$ cat config.mk
export PLATFORM = sky130hd
export DESIGN_NAME = fpmm_unit
export DESIGN_NICKNAME = d
export VERILOG_FILES = /design/src/rtl/fpmm_pkg.sv /design/src/rtl/fpmm_classify.sv /design/src/rtl/fpmm_order.sv /design/src/rtl/fpmm_sticky.sv /design/src/rtl/fpmm_unit.sv
export SDC_FILE = /design/constraint.sdc
export NUM_CORES = 1
export LEC_CHECK = 0
export BUFFER_PORTS_ARGS = -buffer_cell sky130_fd_sc_hd__buf_2
export CORE_UTILIZATION = 30
export CTS_BUF_LIST = sky130_fd_sc_hd__clkbuf_8 sky130_fd_sc_hd__clkbuf_16
export DETAILED_ROUTE_END_ITERATION = 7
export HOLD_SLACK_MARGIN = 0.1
export PLACE_DENSITY = 0.54
export SETUP_SLACK_MARGIN = 0.5
export SYNTH_ARGS = -nofsm -noshare
export SYNTH_HDL_FRONTEND = slang
export SYNTH_SLANG_ARGS = --single-unit
export TNS_END_PERCENT = 50
$ cat constraint.sdc
create_clock -name clk -period 0.8 [get_ports clk]
set_input_delay 0.16 -clock clk [delete_from_list [all_inputs] [get_ports clk]]
set_output_delay 0.16 -clock clk [all_outputs]
set_load 0.02 [all_outputs]
$ cat src/rtl/fpmm_pkg.sv
package fpmm_pkg;
  typedef enum logic {SEL_MIN = 1'b0, SEL_MAX = 1'b1} sel_e;

  typedef struct packed {
    logic nan;
    logic sig;
  } fpcls_t;
endpackage

$ cat src/rtl/fpmm_classify.sv
module fpmm_classify
  import fpmm_pkg::*;
#(
  parameter int EXP_W = 11,
  parameter int MAN_W = 52
) (
  input  logic [EXP_W+MAN_W:0] val,
  output fpcls_t               cls
);
  localparam int W = 1 + EXP_W + MAN_W;

  function automatic fpcls_t classify(input logic [W-1:0] v);
    fpcls_t c;
    logic exp_full;
    logic man_nz;
    exp_full = &v[W-2:MAN_W];
    man_nz   = |v[MAN_W-1:0];
    c.nan    = exp_full & man_nz;
    c.sig    = c.nan & ~v[MAN_W-1];
    return c;
  endfunction

  assign cls = classify(val);
endmodule

$ cat src/rtl/fpmm_order.sv
module fpmm_order
  import fpmm_pkg::*;
#(
  parameter int EXP_W = 11,
  parameter int MAN_W = 52
) (
  input  logic [EXP_W+MAN_W:0] a,
  input  logic [EXP_W+MAN_W:0] b,
  input  sel_e                 sel,
  output logic [EXP_W+MAN_W:0] pick
);
  localparam int W = 1 + EXP_W + MAN_W;

  function automatic logic less_than(input logic [W-1:0] x, input logic [W-1:0] y);
    logic sx, sy;
    logic [W-2:0] mx, my;
    sx = x[W-1];
    sy = y[W-1];
    mx = x[W-2:0];
    my = y[W-2:0];
    if (sx != sy) return sx;
    if (sx)       return mx > my;
    return mx < my;
  endfunction

  logic a_lt_b;
  assign a_lt_b = less_than(a, b);

  always_comb begin
    if (sel == SEL_MAX) pick = a_lt_b ? b : a;
    else                pick = a_lt_b ? a : b;
  end
endmodule

$ cat src/rtl/fpmm_sticky.sv
module fpmm_sticky (
  input  logic clk,
  input  logic rst_n,
  input  logic set_i,
  input  logic clr_i,
  output logic flag_o
);
  always_ff @(posedge clk or negedge rst_n) begin
    if (!rst_n)     flag_o <= 1'b0;
    else if (clr_i) flag_o <= 1'b0;
    else if (set_i) flag_o <= 1'b1;
  end

  a_r6_clear_wins: assert property (@(posedge clk) disable iff (!rst_n)
    clr_i |=> !flag_o);
  a_r3_set_on_signal: assert property (@(posedge clk) disable iff (!rst_n)
    (set_i && !clr_i) |=> flag_o);
  a_r5_hold: assert property (@(posedge clk) disable iff (!rst_n)
    (!set_i && !clr_i) |=> (flag_o == $past(flag_o)));
endmodule

$ cat src/rtl/fpmm_unit.sv
module fpmm_unit
  import fpmm_pkg::*;
#(
  parameter int EXP_W = 11,
  parameter int MAN_W = 52
) (
  input  logic                 clk,
  input  logic                 rst_n,
  input  logic                 in_valid,
  input  logic                 sel_max,
  input  logic [EXP_W+MAN_W:0] op_a,
  input  logic [EXP_W+MAN_W:0] op_b,
  input  logic                 flag_clr,
  output logic [EXP_W+MAN_W:0] result,
  output logic                 res_valid,
  output logic                 invalid_flag
);
  localparam int W = 1 + EXP_W + MAN_W;
  localparam logic [W-1:0] ALL_ONES = '1;

  fpcls_t cls_a, cls_b;
  logic [W-1:0] ordered;
  logic [W-1:0] next_res;
  logic both_nan, only_a_nan, only_b_nan, sig_evt, quiet_only;
  logic res_is_nan;
  sel_e sel;

  assign sel = sel_max ? SEL_MAX : SEL_MIN;

  fpmm_classify #(.EXP_W(EXP_W), .MAN_W(MAN_W)) u_cls_a (.val(op_a), .cls(cls_a));
  fpmm_classify #(.EXP_W(EXP_W), .MAN_W(MAN_W)) u_cls_b (.val(op_b), .cls(cls_b));

  fpmm_order #(.EXP_W(EXP_W), .MAN_W(MAN_W)) u_order (
    .a(op_a), .b(op_b), .sel(sel), .pick(ordered)
  );

  assign both_nan   = cls_a.nan & cls_b.nan;
  assign only_a_nan = cls_a.nan & ~cls_b.nan;
  assign only_b_nan = cls_b.nan & ~cls_a.nan;
  assign sig_evt    = in_valid & (cls_a.sig | cls_b.sig);
  assign quiet_only = (cls_a.nan | cls_b.nan) & ~cls_a.sig & ~cls_b.sig;

  always_comb begin
    if (both_nan)        next_res = ALL_ONES;
    else if (only_a_nan) next_res = op_b;
    else if (only_b_nan) next_res = op_a;
    else                 next_res = ordered;
  end

  always_ff @(posedge clk or negedge rst_n) begin
    if (!rst_n) begin
      result    <= '0;
      res_valid <= 1'b0;
    end else begin
      res_valid <= in_valid;
      if (in_valid) result <= next_res;
    end
  end

  fpmm_sticky u_flag (
    .clk(clk), .rst_n(rst_n), .set_i(sig_evt), .clr_i(flag_clr), .flag_o(invalid_flag)
  );

  assign res_is_nan = (&result[W-2:MAN_W]) & (|result[MAN_W-1:0]);

  a_r10_valid_follows: assert property (@(posedge clk) disable iff (!rst_n)
    in_valid |=> res_valid);
  a_r10_idle_no_valid: assert property (@(posedge clk) disable iff (!rst_n)
    !in_valid |=> (!res_valid && $stable(result)));
  a_r2_both_nan_ones: assert property (@(posedge clk) disable iff (!rst_n)
    (in_valid && both_nan) |=> (result == ALL_ONES));
  a_r1_single_nan_dropped: assert property (@(posedge clk) disable iff (!rst_n)
    res_valid |-> (!res_is_nan || result == ALL_ONES));
  a_r4_quiet_no_raise: assert property (@(posedge clk) disable iff (!rst_n)
    (in_valid && quiet_only && !invalid_flag) |=> !invalid_flag);
endmodule

==> run summary <==
TritonRoute pass-1 iters = 5
Critical Path Source Type = primary input
H-tree depth = 3
max_cap viols = 0
Overflow after GRT = 0
synthesized area = 6270 sq um
Nets = 1373
CP max FO = 6
# IOs = 199
die width = 147 um
post-route ant nets = 0
final WL = 27.0 mm
Initial DRC Count = 699
Post-synth top flop = dfrtp_1
Clk Latency, worst-skew pair = 0.34 ns
DRC errors left = 0
worst setup path class = in -> reg
initial core utilization = 0.308
Synth top area share = 0.264
Worst Tran Pin Value = 0.378 ns
outcome = finished, violations left
final worst path period need = 2.78 ns
via count = 7838
share of cells above drive strength 1 = 0.431
Reg power frac = 0.283
Slew Viols, Final = 0
Hold Slack = -0.314 ns
initial antenna violation count = 1
CP arrival = 3.01 ns
P_sw = 0.00518 W
Final setup viols = 131
HP Class = in -> async
Leak = 5.12 nW
R2R depth = 3
Rows = 52
post-synth top area cell = dfrtp_1
I/O Buffers = 198
EDFF count, synth = 0
Reg2Reg Launch Point = result[0]$_DFFE_PN0P_
top post-synthesis cells by area = dfrtp_1 (26%), ha_1 (13%), o311a_1 (9.4%)
Chip Height = 147 um
wire length on met3 = 1.70 mm
Top Layer Used = met4
Clock Tree Root = clkbuf_16
Mapped Cells = 807
clock share of power = 0.294
Mapped Nets = 1005
Comb power frac = 0.422
Clock Skews = 0 ns
Ys Warns = 0
DPL Wire Length = 20.2 mm
maximum clock frequency = 0.360 GHz
GPL Wtd Cong = 0.837
core area = 20400 sq um
wire per inst = 18.6 um
async set or reset register ratio after synthesis = 1.00
sequential area share after synthesis = 0.264
CTS tree = yes
Final Hold Viols = 67
fill count = 1923
M1 WL = 12.1 mm
relative slew slack = 0.747
wire length on met2 = 12.6 mm
Final period util = 3.47
first-pass GRT wire length = 42.2 mm
CTS Buf Count = 9
Worst-path clk slew = 0.06 ns
RSZ-0062 raised after global routing = true
r2r setup slk = -0.10 ns
CTS Sinks = 66
Clock Path Buffers = 2
vias per inst = 5.41
Crit path required time = 1.03 ns
Place WS = -2.51 ns
vias in the first global route = 7595
syn avg cell area = 7.76 sq um
failing checks = hold timing, setup timing
Int Power = 0.00941 W
CP Capture Type = register
power per cell area = 1390 nW/um^2
Synth Register Bits = 66
RR Endpoint = result[0]$_DFFE_PN0P_
final worst setup slack = -1.98 ns
largest net degree at the start of global routing = 61
GRT Util Overall = 0.250
Setup TNS = -140.35 ns
Yosys cell types = 41
Sw Ratio = 0.355
Layout area overhead = 67.7%
die area = 21500 sq um
Peak VDD IR = 0.956 mV
[through the flow]
step,hold WS [ns],power (W),instance area (sq um),std cells,util
4_1_cts,-0.316,0.0143,10200,1446,0.500
2_1_floorplan,-0.136,0.00672,6490,807,-
3_5_place_dp,0.0499,0.00942,9280,1418,0.456
5_1_grt,-0.298,0.0153,10500,1449,0.516
6_report,-0.314,0.0146,10500,1450,0.516
3_3_place_gp,0.0528,0.00937,9280,1418,0.456
[placed cells by master (no fill, tap or decap), drive strengths merged, types with 4 or more instances in the layout]
| master | Yosys | final |
|---|---|---|
| nand3 | 69 | 69 |
| nand3b | 4 | 4 |
| o311a | 59 | 59 |
| o21ai | 72 | 72 |
| a21oi | 25 | 25 |
| ha | 65 | 65 |
| or2 | 3 | 4 |
| nand4 | 24 | 24 |
| nor2 | 70 | 70 |
| o221ai | 60 | 60 |
| nand2 | 21 | 21 |
| dfrtp | 66 | 66 |
| clkbuf | 52 | 11 |
| inv | 129 | 130 |
| nor4 | 31 | 31 |
| a221oi | 8 | 8 |
| a21o | 5 | 5 |
| nor3 | 8 | 8 |
| buf | 11 | 416 |
[worst max-delay path by stage]
stage          startpoint                endpoint  slack (ns)  depth (start not counted)
4_1_cts          op_b[46]  result[31]$_DFFE_PN0P_       -1.94                         15
5_1_grt          op_b[10]  result[55]$_DFFE_PN0P_       -2.11                         15
3_3_place_gp     op_a[24]  result[32]$_DFFE_PN0P_       -2.49                         13
2_1_floorplan    op_b[60]  result[17]$_DFFE_PN0P_       -2.15                         14
6_report         op_b[46]  result[55]$_DFFE_PN0P_       -1.98                         15
3_5_place_dp     op_a[24]  result[38]$_DFFE_PN0P_       -2.51                         13
[per-layer routing]
layer | global-route usage | vias to the layer above
met5 | 0 | -
met4 | 0.0849 | 0
met3 | 0.0397 | 38
li1 | - | 3782
met2 | 0.400 | 306
met1 | 0.342 | 3712
[synth_stat cells (all sizes together) (2+ instances only)]
library cell and count:
nand2 21, a31oi 3, o311a 59, nor2 70
inv 129, o21ai 72, a21oi 25, a21o 5
nor3 8, a221oi 8, and4 2, buf 11
clkbuf 52, a211oi 2, dfrtp 66, o211ai 2
nor4 31, nand4 24, and3 3, nand3 69
and2 2, a211o 2, nand3b 4, or2 3
ha 65, o221ai 60
[registers in the layout, summed over array words and instances (netlist names)]
register       flops
u_flag.flag_o      1
result            64
res_valid          1
[critical path, cell delays in order]
cell and delay (ns):
buf_8 0.08, inv_4 0.03, ha_4 0.25, nand4_1 0.12
buf_4 0.17, nor4_4 0.24, buf_4 0.17, inv_2 0.03
o211ai_1 0.34, a2111oi_4 0.14, mux2i_2 0.18, or3_4 0.36
and2_4 0.24, clkbuf_16 0.19, o311a_1 0.32
[layout make-up]
cell class              count  area (sq um)  area share
multi-input cells         551          4440       0.422
clock buffers               9           225      0.0214
well taps                 270           338      0.0321
clock inverters             6          83.8     0.00798
repair buffers            418          3260       0.310
diodes                      1          2.50    0.000238
flip-flops and latches     66          1650       0.157
inverters                 129           509      0.0485
[kinds of logic (layout without fill, tap and decap cells)]
group / after synthesis / in the layout / share of synthesized area
buffers and inverters: 192 / 562 / 0.124
DFF: 66 / 66 / 0.264
muxes: 1 / 1 / 0.00160
adders and majority gates: 65 / 65 / 0.130
AOI/OAI and AO/OA: 243 / 243 / 0.292
and+or+nand+nor: 240 / 242 / 0.190
other: 0 / 1 / 0
[repair_timing]
item,4_1_cts,5_1_grt
endpoints found under the setup margin,132,131
pin swaps,41,19
cloned,6,2
buffers inserted,7,1
gates resized for setup,96,57
hold endpoints to repair,67,67
[power groups by stage]
stage / Sequential, W / Clock (W) / Combinational (W)
final: 0.00413 / 0.00430 / 0.00616
after detailed placement: 0.00414 / 0 / 0.00528
after global routing: 0.00417 / 0.00448 / 0.00666
after floorplan: 0.00460 / 0 / 0.00212
after global placement: 0.00416 / 0 / 0.00521
after CTS: 0.00411 / 0.00434 / 0.00585
No activity file was read; power rests on OpenSTA's default activity.
